===== config.mk =====
export PLATFORM = sky130hd
export DESIGN_NAME = cpuclk_ctrl
export DESIGN_NICKNAME = d
export VERILOG_FILES = /design/src/rtl/cpuclk_pkg.sv /design/src/rtl/cpuclk_regs.sv /design/src/rtl/cpuclk_divider.sv /design/src/rtl/cpuclk_sel.sv /design/src/rtl/cpuclk_ctrl.sv
export SDC_FILE = /design/constraint.sdc
export NUM_CORES = 1
export LEC_CHECK = 0
export ABC_AREA = 1
export BUFFER_PORTS_ARGS = -buffer_cell sky130_fd_sc_hd__buf_2
export CORE_MARGIN = 10
export CORE_UTILIZATION = 37
export DETAILED_ROUTE_END_ITERATION = 8
export PLACE_DENSITY = 0.73
export SYNTH_ARGS = -nofsm -noshare
export SYNTH_HDL_FRONTEND = slang
export SYNTH_HIERARCHICAL = 1
export SYNTH_SLANG_ARGS = --single-unit

===== constraint.sdc =====
create_clock -name clk -period 1.2 [get_ports clk]
set_clock_uncertainty 0.1 [all_clocks]
set_input_delay 0.24 -clock clk [delete_from_list [all_inputs] [get_ports clk]]
set_output_delay 0.24 -clock clk [all_outputs]
set_load 0.05 [all_outputs]

===== src/rtl/cpuclk_pkg.sv =====
package cpuclk_pkg;

  typedef enum logic [1:0] {
    CK_MAIN_FULL = 2'd0,
    CK_MAIN_QTR  = 2'd1,
    CK_SUB_HALF  = 2'd2,
    CK_SUB_X4    = 2'd3
  } ck_mode_e;

  localparam int STOP_BIT = 7;
  localparam int DIV_BIT  = 1;
  localparam logic [7:0] CTL_RESET = 8'h02;

  // Mode requested by the current register and flag settings
  function automatic ck_mode_e pick_mode(logic sub_sel, logic x4, logic div_sel);
    if (sub_sel) return x4 ? CK_SUB_X4 : CK_SUB_HALF;
    return div_sel ? CK_MAIN_QTR : CK_MAIN_FULL;
  endfunction

  function automatic logic is_main(ck_mode_e m);
    return (m == CK_MAIN_FULL) || (m == CK_MAIN_QTR);
  endfunction

  // Register image with reserved bits forced to zero
  function automatic logic [7:0] pack_ctl(logic stop, logic div_sel);
    logic [7:0] v;
    v = 8'h00;
    v[STOP_BIT] = stop;
    v[DIV_BIT]  = div_sel;
    return v;
  endfunction

endpackage


===== src/rtl/cpuclk_regs.sv =====
module cpuclk_regs
  import cpuclk_pkg::*;
#(
  parameter int ADDR_W = 8,
  parameter logic [ADDR_W-1:0] REG_ADDR = 'hFB
) (
  input  logic              clk,
  input  logic              rst_n,
  input  logic              wr_en,
  input  logic              bit_op,
  input  logic [ADDR_W-1:0] addr,
  input  logic [7:0]        wdata,
  input  logic [2:0]        bit_idx,
  input  logic              bit_val,
  input  logic              sub_sel,
  output logic              hit,
  output logic              stop_q,
  output logic              div_q
);

  localparam logic [2:0] STOP_IDX = 3'(STOP_BIT);
  localparam logic [2:0] DIV_IDX  = 3'(DIV_BIT);

  logic stop_n, div_n;

  assign hit = wr_en && (addr == REG_ADDR);

  always_comb begin
    stop_n = stop_q;
    div_n  = div_q;
    if (hit) begin
      if (bit_op) begin
        if (bit_idx == STOP_IDX) stop_n = bit_val & sub_sel;
        if (bit_idx == DIV_IDX)  div_n  = bit_val;
      end else begin
        stop_n = wdata[STOP_BIT] & sub_sel;
        div_n  = wdata[DIV_BIT];
      end
    end
    // main clock selected: it must be running
    if (!sub_sel) stop_n = 1'b0;
  end

  always_ff @(posedge clk) begin
    if (!rst_n) begin
      stop_q <= CTL_RESET[STOP_BIT];
      div_q  <= CTL_RESET[DIV_BIT];
    end else begin
      stop_q <= stop_n;
      div_q  <= div_n;
    end
  end

endmodule


===== src/rtl/cpuclk_divider.sv =====
module cpuclk_divider #(
  parameter int DIV = 4
) (
  input  logic clk,
  input  logic rst_n,
  input  logic tick,
  output logic strobe
);

  localparam int CW = (DIV > 1) ? $clog2(DIV) : 1;
  localparam logic [CW-1:0] LAST = CW'(DIV - 1);

  logic [CW-1:0] cnt;

  assign strobe = tick && (cnt == LAST);

  always_ff @(posedge clk) begin
    if (!rst_n)      cnt <= '0;
    else if (strobe) cnt <= '0;
    else if (tick)   cnt <= cnt + 1'b1;
  end

endmodule


===== src/rtl/cpuclk_sel.sv =====
module cpuclk_sel
  import cpuclk_pkg::*;
(
  input  logic     clk,
  input  logic     rst_n,
  input  ck_mode_e req_mode,
  input  logic     main_tick,
  input  logic     main_q_strobe,
  input  logic     sub_h_strobe,
  input  logic     x4_tick,
  output ck_mode_e act_mode,
  output logic     cpu_en,
  output logic     switch_now
);

  logic boundary;

  always_comb begin
    unique case (act_mode)
      CK_MAIN_FULL: cpu_en = main_tick;
      CK_MAIN_QTR:  cpu_en = main_q_strobe;
      CK_SUB_HALF:  cpu_en = sub_h_strobe;
      default:      cpu_en = x4_tick;
    endcase
  end

  // Between the two main rates wait for a quarter-rate edge
  assign boundary   = (is_main(act_mode) && is_main(req_mode)) ? main_q_strobe : 1'b1;
  assign switch_now = (req_mode != act_mode) && cpu_en && boundary;

  always_ff @(posedge clk) begin
    if (!rst_n)          act_mode <= CK_MAIN_QTR;
    else if (switch_now) act_mode <= req_mode;
  end

endmodule


===== src/rtl/cpuclk_ctrl.sv =====
module cpuclk_ctrl
  import cpuclk_pkg::*;
#(
  parameter int ADDR_W = 8,
  parameter logic [ADDR_W-1:0] REG_ADDR = 'hFB,
  parameter int MAIN_DIV = 4,
  parameter int SUB_DIV  = 2
) (
  input  logic              clk,
  input  logic              rst_n,
  input  logic              bus_wr,
  input  logic              bus_bitop,
  input  logic [ADDR_W-1:0] bus_addr,
  input  logic [7:0]        bus_wdata,
  input  logic [2:0]        bus_bitidx,
  input  logic              bus_bitval,
  output logic [7:0]        ctl_rdata,
  input  logic              main_tick,
  input  logic              sub_tick,
  input  logic              sub_x4_tick,
  input  logic              sub_sel,
  input  logic              mult_x4,
  output logic              cpu_en,
  output logic              osc_stop
);

  localparam int NDIV = 2;

  logic     reg_hit, stop_q, div_q, mode_switch;
  ck_mode_e req_mode, act_mode;
  logic [NDIV-1:0] div_tick, div_strobe;

  assign div_tick = {sub_tick, main_tick};

  cpuclk_regs #(.ADDR_W(ADDR_W), .REG_ADDR(REG_ADDR)) u_regs (
    .clk(clk), .rst_n(rst_n), .wr_en(bus_wr), .bit_op(bus_bitop),
    .addr(bus_addr), .wdata(bus_wdata), .bit_idx(bus_bitidx),
    .bit_val(bus_bitval), .sub_sel(sub_sel), .hit(reg_hit),
    .stop_q(stop_q), .div_q(div_q)
  );

  for (genvar g = 0; g < NDIV; g++) begin : g_div
    localparam int RATIO = (g == 0) ? MAIN_DIV : SUB_DIV;
    cpuclk_divider #(.DIV(RATIO)) u_div (
      .clk(clk), .rst_n(rst_n), .tick(div_tick[g]), .strobe(div_strobe[g])
    );
  end

  assign req_mode = pick_mode(sub_sel, mult_x4, div_q);

  cpuclk_sel u_sel (
    .clk(clk), .rst_n(rst_n), .req_mode(req_mode), .main_tick(main_tick),
    .main_q_strobe(div_strobe[0]), .sub_h_strobe(div_strobe[1]),
    .x4_tick(sub_x4_tick), .act_mode(act_mode), .cpu_en(cpu_en),
    .switch_now(mode_switch)
  );

  assign ctl_rdata = pack_ctl(stop_q, div_q);
  assign osc_stop  = stop_q;

endmodule


Word-level counts from Yosys, hierarchy flattened
Cells that the tools add are included.
{"block": "word_totals", "regBits": 7, "latchBits": 0, "mem_bits_rw": 0, "rom_bits": 0, "inputBits": 29, "output_inout_bits": 10, "elab_cells": 46, "mem_count": 0}
{"block": "op_classes", "add_sub_neg": 2, "multipliers": 0, "div": 0, "n_lt_le_gt_ge": 0, "n_eq_ne": 10, "n_shift": 0, "mux": 11, "bitwise": 3, "reduce_logical": 15}
{"cell": "== test 8 bit, second input constant", "count": 1}
{"cell": "two-way mux 1 bit", "count": 8}
{"cell": "logical AND 1 bit", "count": 6}
{"cell": "AND reduction 2 bit", "count": 3}
{"cell": "== test 2 x 1 -> 1 bit, second input constant", "count": 2}
{"cell": "== test 2 bit, second input constant", "count": 2}
{"cell": "zero test 2 bit", "count": 2}
{"cell": "two-way mux 2 bit", "count": 2}
{"cell": "inequality test 2 x 1 -> 1 bit, second input constant", "count": 2}
{"cell": "OR reduction 2 bit", "count": 2}
{"cell": "== test 3 x 1 -> 1 bit, second input constant", "count": 1}
{"cell": "== test 3 bit, second input constant", "count": 1}
{"cell": "case mux 1 bit (3 select lines)", "count": 1}
{"cell": "adder 2 x 1 -> 2 bit, second input constant", "count": 1}
{"cell": "AND 1 bit", "count": 2}
{"cell": "logical OR 1 bit", "count": 2}
{"cell": "inequality test 2 bit", "count": 1}
{"cell": "adder 1 bit, second input constant", "count": 1}
{"cell": "inverter 1 bit", "count": 1}

Logic depth before layout (Yosys ltp)
Gate-level depths: netlist of run 1.
{"block": "logic_depth", "word_depth": 8, "ltp_mapped": 10, "depth_no_buf": 10}

Modules after synthesis
The synthesis of run 1 kept the hierarchy.
{"mod": "cpuclk_regs", "instances": 1, "cells_per_inst": 41, "area_per_inst_um2": 214.0, "seq_area_each_um2": 40.0}
{"mod": "cpuclk_sel", "instances": 1, "cells_per_inst": 31, "area_per_inst_um2": 186.4, "seq_area_each_um2": 40.0}
{"mod": "cpuclk_divider at g_div[0].u_div", "instances": 1, "cells_per_inst": 15, "area_per_inst_um2": 112.6, "seq_area_each_um2": 40.0}
{"mod": "cpuclk_ctrl", "instances": 1, "cells_per_inst": 13, "area_per_inst_um2": 78.8, "seq_area_each_um2": 0.0}
{"mod": "cpuclk_divider at g_div[1].u_div", "instances": 1, "cells_per_inst": 6, "area_per_inst_um2": 41.3, "seq_area_each_um2": 20.0}

Least setup slack after synthesis of run 1
OpenSTA, ideal clock, no wires.
{"block": "synth_timing", "kind": "flip-flop to flip-flop", "start": "register g_div[0].u_div.cnt[0]", "end": "register u_sel.act_mode[0]", "setup_time_ps": 118, "t_arrival_ps": 1261, "required_ps": 982, "setup_slack_ps": -279, "path_stages_with_launch": 11, "path_buffers": 0, "synth_period_minus_slack_ps": 1479, "cell_sequence": "dfxtp_1 -> ha_1 -> nand2_1 -> inv_1 -> nand2_1 -> nand2_1 -> nor2_2 -> nor2_4 -> nand2_2 -> nand2_1 -> nand3_2"}
{"block": "synth_via", "elab_chain_len": 5, "elab_cells_between_ends": 6, "classes_between": "1 x eq/ne; 2 x mux; 3 x reduce/logical"}
{"item": "start: declaration", "line_no": "cpuclk_divider.sv:13", "source": "logic [CW-1:0] cnt;"}
{"item": "start signal: assignment", "line_no": "cpuclk_divider.sv:20", "source": "else if (tick) cnt <= cnt + 1'b1;"}
{"item": "== test 2 bit", "line_no": "cpuclk_divider.sv:15", "source": "assign strobe = tick && (cnt == LAST);"}
{"item": "logical AND 1 bit", "line_no": "cpuclk_divider.sv:15"}
{"item": "named net div_strobe[0]", "line_no": "cpuclk_ctrl.sv:31", "source": "logic [NDIV-1:0] div_tick, div_strobe;"}
{"item": "case mux 1 bit (3 select lines)", "line_no": "cpuclk_sel.sv:19", "source": "unique case (act_mode)"}
{"item": "named net cpu_en", "line_no": "cpuclk_ctrl.sv:23", "source": "output logic cpu_en,"}
{"item": "logical AND 1 bit (2 in series)", "line_no": "cpuclk_sel.sv:29", "source": "assign switch_now = (req_mode != act_mode) && cpu_en && boundary;"}
{"item": "end signal: assignment", "line_no": "cpuclk_sel.sv:33", "source": "else if (switch_now) act_mode <= req_mode;"}
{"item": "end: declaration", "line_no": "cpuclk_sel.sv:11", "source": "output ck_mode_e act_mode,"}
The timed path passes the listed nets, and every way through them passes these cells.
A chain may end at the register's enable or synchronous reset.

Worst setup path in the final report of run 1
{"block": "layout_timing", "start": "register g_div[0].u_div.cnt[1]", "end": "output port cpu_en"}
{"block": "layout_via", "elab_chain_len": 3}
{"item": "== test 2 bit", "line_no": "cpuclk_divider.sv:15"}
{"item": "logical AND 1 bit", "line_no": "cpuclk_divider.sv:15"}
{"item": "named net div_strobe[0]", "line_no": "cpuclk_ctrl.sv:31"}
{"item": "case mux 1 bit (3 select lines)", "line_no": "cpuclk_sel.sv:19"}
{"item": "end: declaration", "line_no": "cpuclk_ctrl.sv:23"}
The timed path passes the listed nets, and every way through them passes these cells.

==> results of run 1 <==
## sequential cells by signal (all words and copies together), names as in the netlist
| signal | count |
|---|---|
| u_regs/stop_q | 1 |
| u_sel/act_mode | 2 |
| g_div.u_div/cnt | 3 |
| u_regs/div_q | 1 |
## through the flow
step	cell area (sq um)	std cells	power, uW	hold WS (ns)
2_1_floorplan	647	109	390	0.214
3_3_place_gp	790	150	441	0.364
3_5_place_dp	790	150	446	0.373
4_1_cts	872	157	673	0.133
5_1_grt	897	157	720	0.132
6_report	897	157	670	0.137
## worst paths after layout
kind / to / slack (ns) / cells after the start
max: cpu_en / -0.47 / 8
min: g_div[1].u_div/cnt / 0.14 / 3
max reg2reg: u_sel/act_mode[0] / -0.23 / 11
min reg2reg: u_regs/div_q / 0.39 / 2
## routing by layer
layer  up-vias  global-route usage  wire [um]
li1        371                   -          -
met1       287              0.0965        644
met2        18               0.164        853
met3         4              0.0267         75
met4         0              0.0651         34
met5         -                   0          0
## worst reg2reg max path: stages, from the launching register on
cell and delay, ns:
dfxtp_2 0.35, ha_4 0.14, nand2_4 0.04, inv_2 0.05, nand2_2 0.07, nand2_4 0.08, nor2_4 0.04, nor2_4 0.14
buf_4 0.14, nand2_2 0.04, nand2_1 0.06, nand3_2 0.05
## cell type report
type                    count  area [sq um]  area share
repair buffers             36           223       0.248
flip-flops and latches      7           144       0.160
inverters                  21          78.8      0.0879
multi-input cells          73           405       0.452
well taps                  16          20.0      0.0223
clock buffers               4          26.3      0.0293
## power groups by stage
stage	sequential, uW	clock, uW	combinational (uW)
after floorplan	253	0	137
after global placement	254	0	188
after detailed placement	254	0	192
after CTS	250	219	204
after global routing	254	233	233
final	253	209	209
## repair_timing
action                                  4_1_cts  5_1_grt
hold buffers                                  0        0
resized for setup                            12        5
pin swaps                                     4        4
buffers inserted                              4        0
endpoints found under the setup margin        4        5
==> results.ini, run 1 <==
[die]
num_io_pins = 39
die-area_sq_um = 3740
start_util = 0.401
die_y_um = 61.1
rows = 14
core_area_sq_um = 1560
dieWidth_um = 61.1

[layout]
drive_above_1_share = 0.475
nets = 172
final_cell_mix = nand2_1, buf_2, inv_1
syn_to_final_growth_pct = 43.4
fill_cells = 133
final_common_cell = nand2_1
post-route-util = 0.575
antenna-diode-count = 0

[global_route]
antenna_found_initial = 0
grt_pass1_vias = 696
grt_pass1_wl_um = 2730
grt-ovfl-total = 0
grt_max_degree = 7
track_usage = 0.0946

[timing]
min_period_ns = 1.67
drv_slew = 0
setup_ws_ns = -0.474
setup_violations = 3
tns_ns = -0.724
grt_setup_unrepaired = yes
hold_viol_final = 0
fmax_mhz = 598
finalCritPeriodShare = 1.39

[outcome]
failed_checks = negative setup slack
status = finished with violations

[route]
drtIter0Drc = 11
via_per_inst = 4.33
drt-total-wl_um = 1610
vias = 680
first_pass_iters = 4
drc_errors = 0
wire_per_inst_um = 10.2
drtAntennaViolNets = 0

[placed_design]
io_buffers = 26
finalWeightedCongestion = 0.801
place_ws_ns = -0.276
dp.final_hpwl_um = 1310

[setup_path]
worst_path_dominant_cell_family = simple AND/OR/NAND/NOR gates
rr_startpoint = g_div[0].u_div/cnt[1]
cp_max_fo = 2
crit_start = g_div[0].u_div/cnt[1]
start_kind = register
slowest_stage = dfxtp_2
endpoint_kind = primary output
crit_arrival_ns = 1.33
worst_ep_required_time_ns = 0.86
critical_path_buf_inv_count = 2
cp_slowest_stage_delay_ns = 0.35
path_cells = ha_4, nand2_4, inv_2, nand2_2, nand2_4, nor2_4, nor2_4, buf_8
critPathKind = reg2out

[synthesis]
syn_avg_cell_area_sq_um = 6.02
synth_area_sq_um = 626
yosys_warnings = 6
syn_inst = 104

[clocking]
cts_tree = done
clockRootBuffer = clkbuf_4
clkTransAtPathRegs_ns = 0.05
cts_buffers = 3
htreeDepth = 1
cts.sinks = 7
cts.path.max_buffers = 2
clk_latency_ns = 0.25

[power_and_ir_drop]
p_int_uw = 451
powerDensity_nw_per_um2 = 747
seq_power_share = 0.377
switchingPower_uw = 219
combPwrFrac = 0.311
clockPowerShare = 0.312
leakage_uw = 0.000519
max-vdd-ir-drop_v = 0.000533
switching_share = 0.327

[worst_hold_path]
min_from = sub_tick
hp-class = in2reg

[run]
drv_cap = 0

No activity file was read; power rests on OpenSTA's default activity.
==> run 2: changes to the inputs <==
--- a/config.mk
+++ b/config.mk
@@ -8,10 +8,9 @@
 export ABC_AREA = 1
 export BUFFER_PORTS_ARGS = -buffer_cell sky130_fd_sc_hd__buf_2
 export CORE_MARGIN = 10
-export CORE_UTILIZATION = 37
+export CORE_UTILIZATION = 34
 export DETAILED_ROUTE_END_ITERATION = 8
-export PLACE_DENSITY = 0.73
+export PLACE_DENSITY = 0.72
 export SYNTH_ARGS = -nofsm -noshare
 export SYNTH_HDL_FRONTEND = slang
-export SYNTH_HIERARCHICAL = 1
 export SYNTH_SLANG_ARGS = --single-unit
==> results.ini, run 2 <==
[timing]
whs_ns = 0.138  ; was 0.137 ns
min_period_ns = 1.50  ; was 1.67 ns
finalCritPeriodShare = 1.25  ; was 1.39
hold_viol_final = 0  ; unchanged
fmax_mhz = 668  ; was 598 MHz
setup_violations = 3  ; unchanged
drv_slew = 0  ; unchanged
grt_setup_unrepaired = yes  ; unchanged
setup_ws_ns = -0.297  ; was -0.474 ns

[power_and_ir_drop]
switchingPower_uw = 197  ; was 219 uW
power.total_uw = 653  ; was 670 uW
p_int_uw = 456  ; was 451 uW
switching_share = 0.302  ; was 0.327
clockPowerShare = 0.306  ; was 0.312
max-vdd-ir-drop_v = 0.000464  ; was 0.000533 V
combPwrFrac = 0.308  ; was 0.311
seq_power_share = 0.386  ; was 0.377
leakage_uw = 0.000475  ; was 0.000519 uW
powerDensity_nw_per_um2 = 834  ; was 747 nW/um^2

[synthesis]
yosys.area_share.adder = 0.0239
synth_seq_cells = 7
synth_area_sq_um = 524  ; was 626 sq um
synth_common_cells = nand2_1, inv_1, buf_4, nor2_1, dfxtp_1
synthFlopType = dfxtp_1
yosysTopAreaCell = dfxtp_1
synth_edf_count = 0
yosys_warnings = 0  ; was 6
ys_types = 18
synth_top_area_frac = 0.267
syn_avg_cell_area_sq_um = 5.89  ; was 6.02 sq um
synth_xor_area_frac = 0.0167
ys_seq_area_frac = 0.267
synth_area_leaders = dfxtp_1, nand2_1, buf_4
async_flop_share = 0
syn_inst = 89  ; was 104
synth_top_family_by_area = simple AND/OR/NAND/NOR gates
synth_compound_area_frac = 0.0668
synthMostInstantiatedCell = nand2_1
synthSimpleGateAreaFrac = 0.382
muxShareOfSynthArea = 0

[global_route]
grt_pass1_vias = 616  ; was 696
track_usage = 0.0860  ; was 0.0946
grt_max_degree = 7  ; unchanged
antenna_found_initial = 0  ; unchanged
grt-ovfl-total = 0  ; unchanged
grt_pass1_wl_um = 2370  ; was 2730 um

[placed_design]
io_buffers = 26  ; unchanged
finalWeightedCongestion = 0.771  ; was 0.801
dp.final_hpwl_um = 1180  ; was 1310 um
dp_cells = 136  ; was 150

[setup_path]
start_kind = register  ; unchanged
path_cells = inv_2, a21oi_1, nand2_1, nand2_2, inv_6, buf_8  ; was ha_4, nand2_4, inv_2, nand2_2, nand2_4, nor2_4, nor2_4, buf_8
rr_startpoint = g_div[0].u_div.cnt[1]  ; was g_div[0].u_div/cnt[1]
cp_max_fo = 3  ; was 2
cp_slowest_stage_delay_ns = 0.33  ; was 0.35 ns
worst_ep_required_time_ns = 0.86  ; about the same
slowest_stage = dfxtp_1  ; was dfxtp_2
critical_path_buf_inv_count = 3  ; was 2
crit_start = u_sel.act_mode[1]  ; was g_div[0].u_div/cnt[1]
worst-r2r-setup-slack_ns = -0.19  ; was -0.23 ns
critPathKind = reg2out  ; unchanged
worst_path_dominant_cell_family = flip-flops  ; was simple AND/OR/NAND/NOR gates
crit_arrival_ns = 1.16  ; was 1.33 ns
endpoint_kind = primary output  ; unchanged

[die]
die-area_sq_um = 3510  ; was 3740 sq um
core_area_sq_um = 1490  ; was 1560 sq um
rows = 14  ; unchanged
num_io_pins = 39  ; unchanged
die_y_um = 59.3  ; was 61.1 um
start_util = 0.352  ; was 0.401
dieWidth_um = 59.3  ; was 61.1 um

[outcome]
failed_checks = negative setup slack  ; unchanged
status = finished with violations  ; unchanged

[clocking]
cts.path.max_buffers = 2  ; unchanged
clk_latency_ns = 0.24  ; was 0.25 ns
cts_tree = done  ; unchanged
clkTransAtPathRegs_ns = 0.05  ; about the same
clockRootBuffer = clkbuf_4  ; unchanged
cts.sinks = 7  ; unchanged
htreeDepth = 1  ; unchanged
cts_buffers = 3  ; unchanged

[layout]
antenna-diode-count = 0  ; unchanged
stdcell_count = 143  ; was 157
nets = 158  ; was 172
final_cell_mix = nand2_1, buf_2, inv_1  ; unchanged
drive_above_1_share = 0.402  ; was 0.475
syn_to_final_growth_pct = 49.4  ; was 43.4%
final_common_cell = nand2_1  ; unchanged
post-route-util = 0.526  ; was 0.575
top_register = g_div.u_div.cnt  ; was g_div.u_div/cnt
largest_reg_flops = 3  ; unchanged
top_regs = g_div.u_div.cnt: 3 flops, u_sel.act_mode: 2 flops  ; was g_div.u_div/cnt: 3 flops, u_sel/act_mode: 2 flops

[route]
via_per_inst = 4.25  ; was 4.33
drt-total-wl_um = 1440  ; was 1610 um
drc_errors = 0  ; unchanged
wire_per_inst_um = 10.1  ; was 10.2 um
drtAntennaViolNets = 0  ; unchanged
vias = 608  ; was 680
first_pass_iters = 2  ; was 4
drtIter0Drc = 4  ; was 11

[worst_hold_path]
min_from = rst_n  ; was sub_tick
hp-class = in2reg  ; unchanged

[run]
drv_cap = 0  ; unchanged

run 2: cell type report:
| type | instances | area, sq um |
|---|---|---|
| timing repair buffer | 37 | 233 |
| sequential | 7 | 144 |
| multi-input combinational | 62 | 292 |
| fill | 154 | 706 |
| tap | 16 | 20.0 |
| inverter | 17 | 68.8 |
| clock buffer | 4 | 26.3 |
run 2: stage by stage:
step	TNS (ns)	setup slack (ns)	instance area, sq um
2_1_floorplan	0	0.00988	552
3_3_place_gp	-0.167	-0.126	702
3_5_place_dp	-0.284	-0.169	702
4_1_cts	-0.421	-0.300	761
5_1_grt	-0.769	-0.372	783
6_report	-0.583	-0.297	783
run 2: worst paths after layout:
| check | cells after the start | end |
|---|---|---|
| worst max-delay path | 6 | cpu_en |
| worst min-delay path | 2 | u_sel.act_mode[0] |
| worst max register to register | 10 | u_sel.act_mode[0] |
| worst min register to register | 2 | g_div[0].u_div.cnt[1] |
run 2: cell families after synthesis:
logic type | count (synthesis)
xor+xnor | 1
compound gates | 7
flops | 7
simple gates | 47
fa+ha+maj | 1
buf+inv | 25
other cells | 1
run 2: power groups by stage:
stage | Combinational [uW] | Clock (uW) | Sequential, uW
finish | 201 | 200 | 252
global route | 223 | 224 | 252
CTS | 191 | 210 | 252
detailed placement | 181 | 0 | 255
global placement | 178 | 0 | 254
floorplan | 122 | 0 | 254
run 2: layer usage:
metal	vias up	part of all wire	global-route usage	wire (um)
li1	333	-	-	-
met1	248	0.44	0.0915	631
met2	25	0.47	0.131	670
met3	2	0.076	0.0343	110
met4	0	0.019	0.0689	27
met5	-	0	0	0
run 2: what timing repair did:
| action | CTS | global route |
|---|---|---|
| hold buffers | 0 | 0 |
| endpoints found under the setup margin | 4 | 3 |
| pin swaps | 3 | 3 |
| buffers inserted | 3 | 3 |
| gates cloned | 0 | 0 |
| resized for setup | 7 | 4 |
==> run 3: changes to the inputs <==
--- a/config.mk
+++ b/config.mk
@@ -9,8 +9,9 @@
 export BUFFER_PORTS_ARGS = -buffer_cell sky130_fd_sc_hd__buf_2
 export CORE_MARGIN = 10
 export CORE_UTILIZATION = 34
+export CTS_CLUSTER_DIAMETER = 40
 export DETAILED_ROUTE_END_ITERATION = 8
-export PLACE_DENSITY = 0.72
+export PLACE_DENSITY = 0.7
 export SYNTH_ARGS = -nofsm -noshare
 export SYNTH_HDL_FRONTEND = slang
 export SYNTH_SLANG_ARGS = --single-unit
==> results.ini, run 3 (synthesis gave the netlist of run 2 again) <==
[setup_path]
endpoint_kind = primary output  ; unchanged
crit_arrival_ns = 1.16  ; about the same
start_kind = register  ; unchanged
cp_max_fo = 2  ; was 3
worst_ep_required_time_ns = 0.86  ; about the same
critPathKind = reg2out  ; unchanged

[global_route]
antenna_found_initial = 0  ; unchanged
grt_pass1_vias = 645  ; was 616
track_usage = 0.0869  ; was 0.0860
grt-ovfl-total = 0  ; unchanged
grt_max_degree = 7  ; unchanged
grt_pass1_wl_um = 2440  ; was 2370 um

[timing]
setup_ws_ns = -0.298  ; was -0.297 ns
whs_ns = 0.132  ; was 0.138 ns
drv_slew = 0  ; unchanged
min_period_ns = 1.50  ; about the same
finalCritPeriodShare = 1.25  ; about the same
hold_viol_final = 0  ; unchanged
grt_setup_unrepaired = yes  ; unchanged
setup_violations = 3  ; unchanged
fmax_mhz = 667  ; was 668 MHz

[clocking]
cts.path.max_buffers = 2  ; unchanged
cts_tree = done  ; unchanged
clockRootBuffer = clkbuf_4  ; unchanged
htreeDepth = 1  ; unchanged
cts_buffers = 3  ; unchanged
clkTransAtPathRegs_ns = 0.05  ; about the same
cts.sinks = 7  ; unchanged
clk_latency_ns = 0.25  ; was 0.24 ns

[layout]
seq_area_sq_um = 144  ; unchanged
syn_to_final_growth_pct = 50.6  ; was 49.4%
multiInputGateArea_sq_um = 300  ; was 292 sq um
final_cell_mix = nand2_1, buf_2, inv_1, buf_4, nor2_1  ; was nand2_1, buf_2, inv_1
antenna-diode-count = 0  ; unchanged
top_regs = g_div.u_div.cnt: 3 flops, u_sel.act_mode: 2 flops  ; unchanged
fill_cells = 162  ; was 154
nets = 158  ; unchanged
drive_above_1_share = 0.425  ; was 0.402
final_common_cell = nand2_1  ; unchanged
top_register = g_div.u_div.cnt  ; unchanged
largest_reg_flops = 3  ; unchanged

[power_and_ir_drop]
powerDensity_nw_per_um2 = 836  ; was 834 nW/um^2
max-vdd-ir-drop_v = 0.000385  ; was 0.000464 V
leakage_uw = 0.000471  ; was 0.000475 uW

[die]
start_util = 0.352  ; unchanged
die_y_um = 59.3  ; unchanged
core_area_sq_um = 1490  ; unchanged
num_io_pins = 39  ; unchanged
die-area_sq_um = 3510  ; unchanged
rows = 14  ; unchanged
dieWidth_um = 59.3  ; unchanged

[route]
via_per_inst = 4.43  ; was 4.25
drtIter0Drc = 2  ; was 4
vias = 634  ; was 608
first_pass_iters = 2  ; unchanged
drt-total-wl_um = 1410  ; was 1440 um
drtAntennaViolNets = 0  ; unchanged
drc_errors = 0  ; unchanged
wire_per_inst_um = 9.89  ; was 10.1 um

[run]
drv_cap = 0  ; unchanged

[outcome]
failed_checks = negative setup slack  ; unchanged
status = finished with violations  ; unchanged

[placed_design]
place_ws_ns = -0.123  ; was -0.169 ns
finalWeightedCongestion = 0.764  ; was 0.771
io_buffers = 26  ; unchanged
dp.final_hpwl_um = 1220  ; was 1180 um

[worst_hold_path]
hp-class = in2reg  ; unchanged

run 3: changes by cell type in the layout (fill, tap and decap cells not counted), moves of 2 or more:
cell,before,now
buf_6,2,0
buf_4,10,12
buf_2,24,22
clkbuf_4,3,5
run 3: cell type report:
cell class / instances / area share
Multi-Input combinational cell: 62 / 0.380
Timing Repair Buffer: 37 / 0.292
Sequential cell: 7 / 0.182
Inverter: 17 / 0.0872
Clock buffer: 4 / 0.0333
Tap cell: 16 / 0.0254
run 3: worst max-delay path: stages, from the launching register on:
cell and delay (ns):
dfxtp_2 0.32, ha_2 0.17, nand2_2 0.07, nand3_2 0.08, nand2_2 0.10, inv_6 0.03
buf_8 0.14
run 3: report_power, final:
part	total (uW)	switching [uW]	leakage, uW	internal (uW)
logic	199	117	0.000397	82.2
registers	252	6.13	0.0000584	246
clock network	209	82.0	0.0000150	127
run 3: path summary, 6_finish.rpt:
check	depth (start not counted)	start	slack (ns)	end
hold / removal	2	rst_n	0.13	u_sel.act_mode[0]
setup reg to reg	10	g_div[0].u_div.cnt[0]	-0.23	u_sel.act_mode[0]
hold reg to reg	2	g_div[0].u_div.cnt[1]	0.36	g_div[0].u_div.cnt[1]
setup / recovery	6	g_div[0].u_div.cnt[0]	-0.30	cpu_en
run 3: layer usage:
metal	up-vias	GRT usage	share of wire
li1	331	-	-
met1	269	0.0772	0.40
met2	30	0.144	0.43
met3	4	0.0644	0.16
met4	0	0.0393	0.019
met5	-	0	0
run 3: what timing repair did:
| action | CTS | global route |
|---|---|---|
| hold buffers | 0 | 0 |
| pin swaps | 3 | 4 |
| endpoints found under the setup margin | 4 | 5 |
| gates resized for setup | 8 | 6 |
| buffers inserted | 2 | 2 |
| cloned | 0 | 0 |
run 3: metrics by stage:
stage	instances	area (sq um)	TNS (ns)	power, uW	utilization
after floorplan	94	552	0	376	-
after global placement	136	702	-0.112	432	0.471
after detailed placement	136	702	-0.147	436	0.471
after CTS	141	758	-0.391	664	0.509
after global routing	143	790	-0.826	714	0.530
final	143	790	-0.648	660	0.530
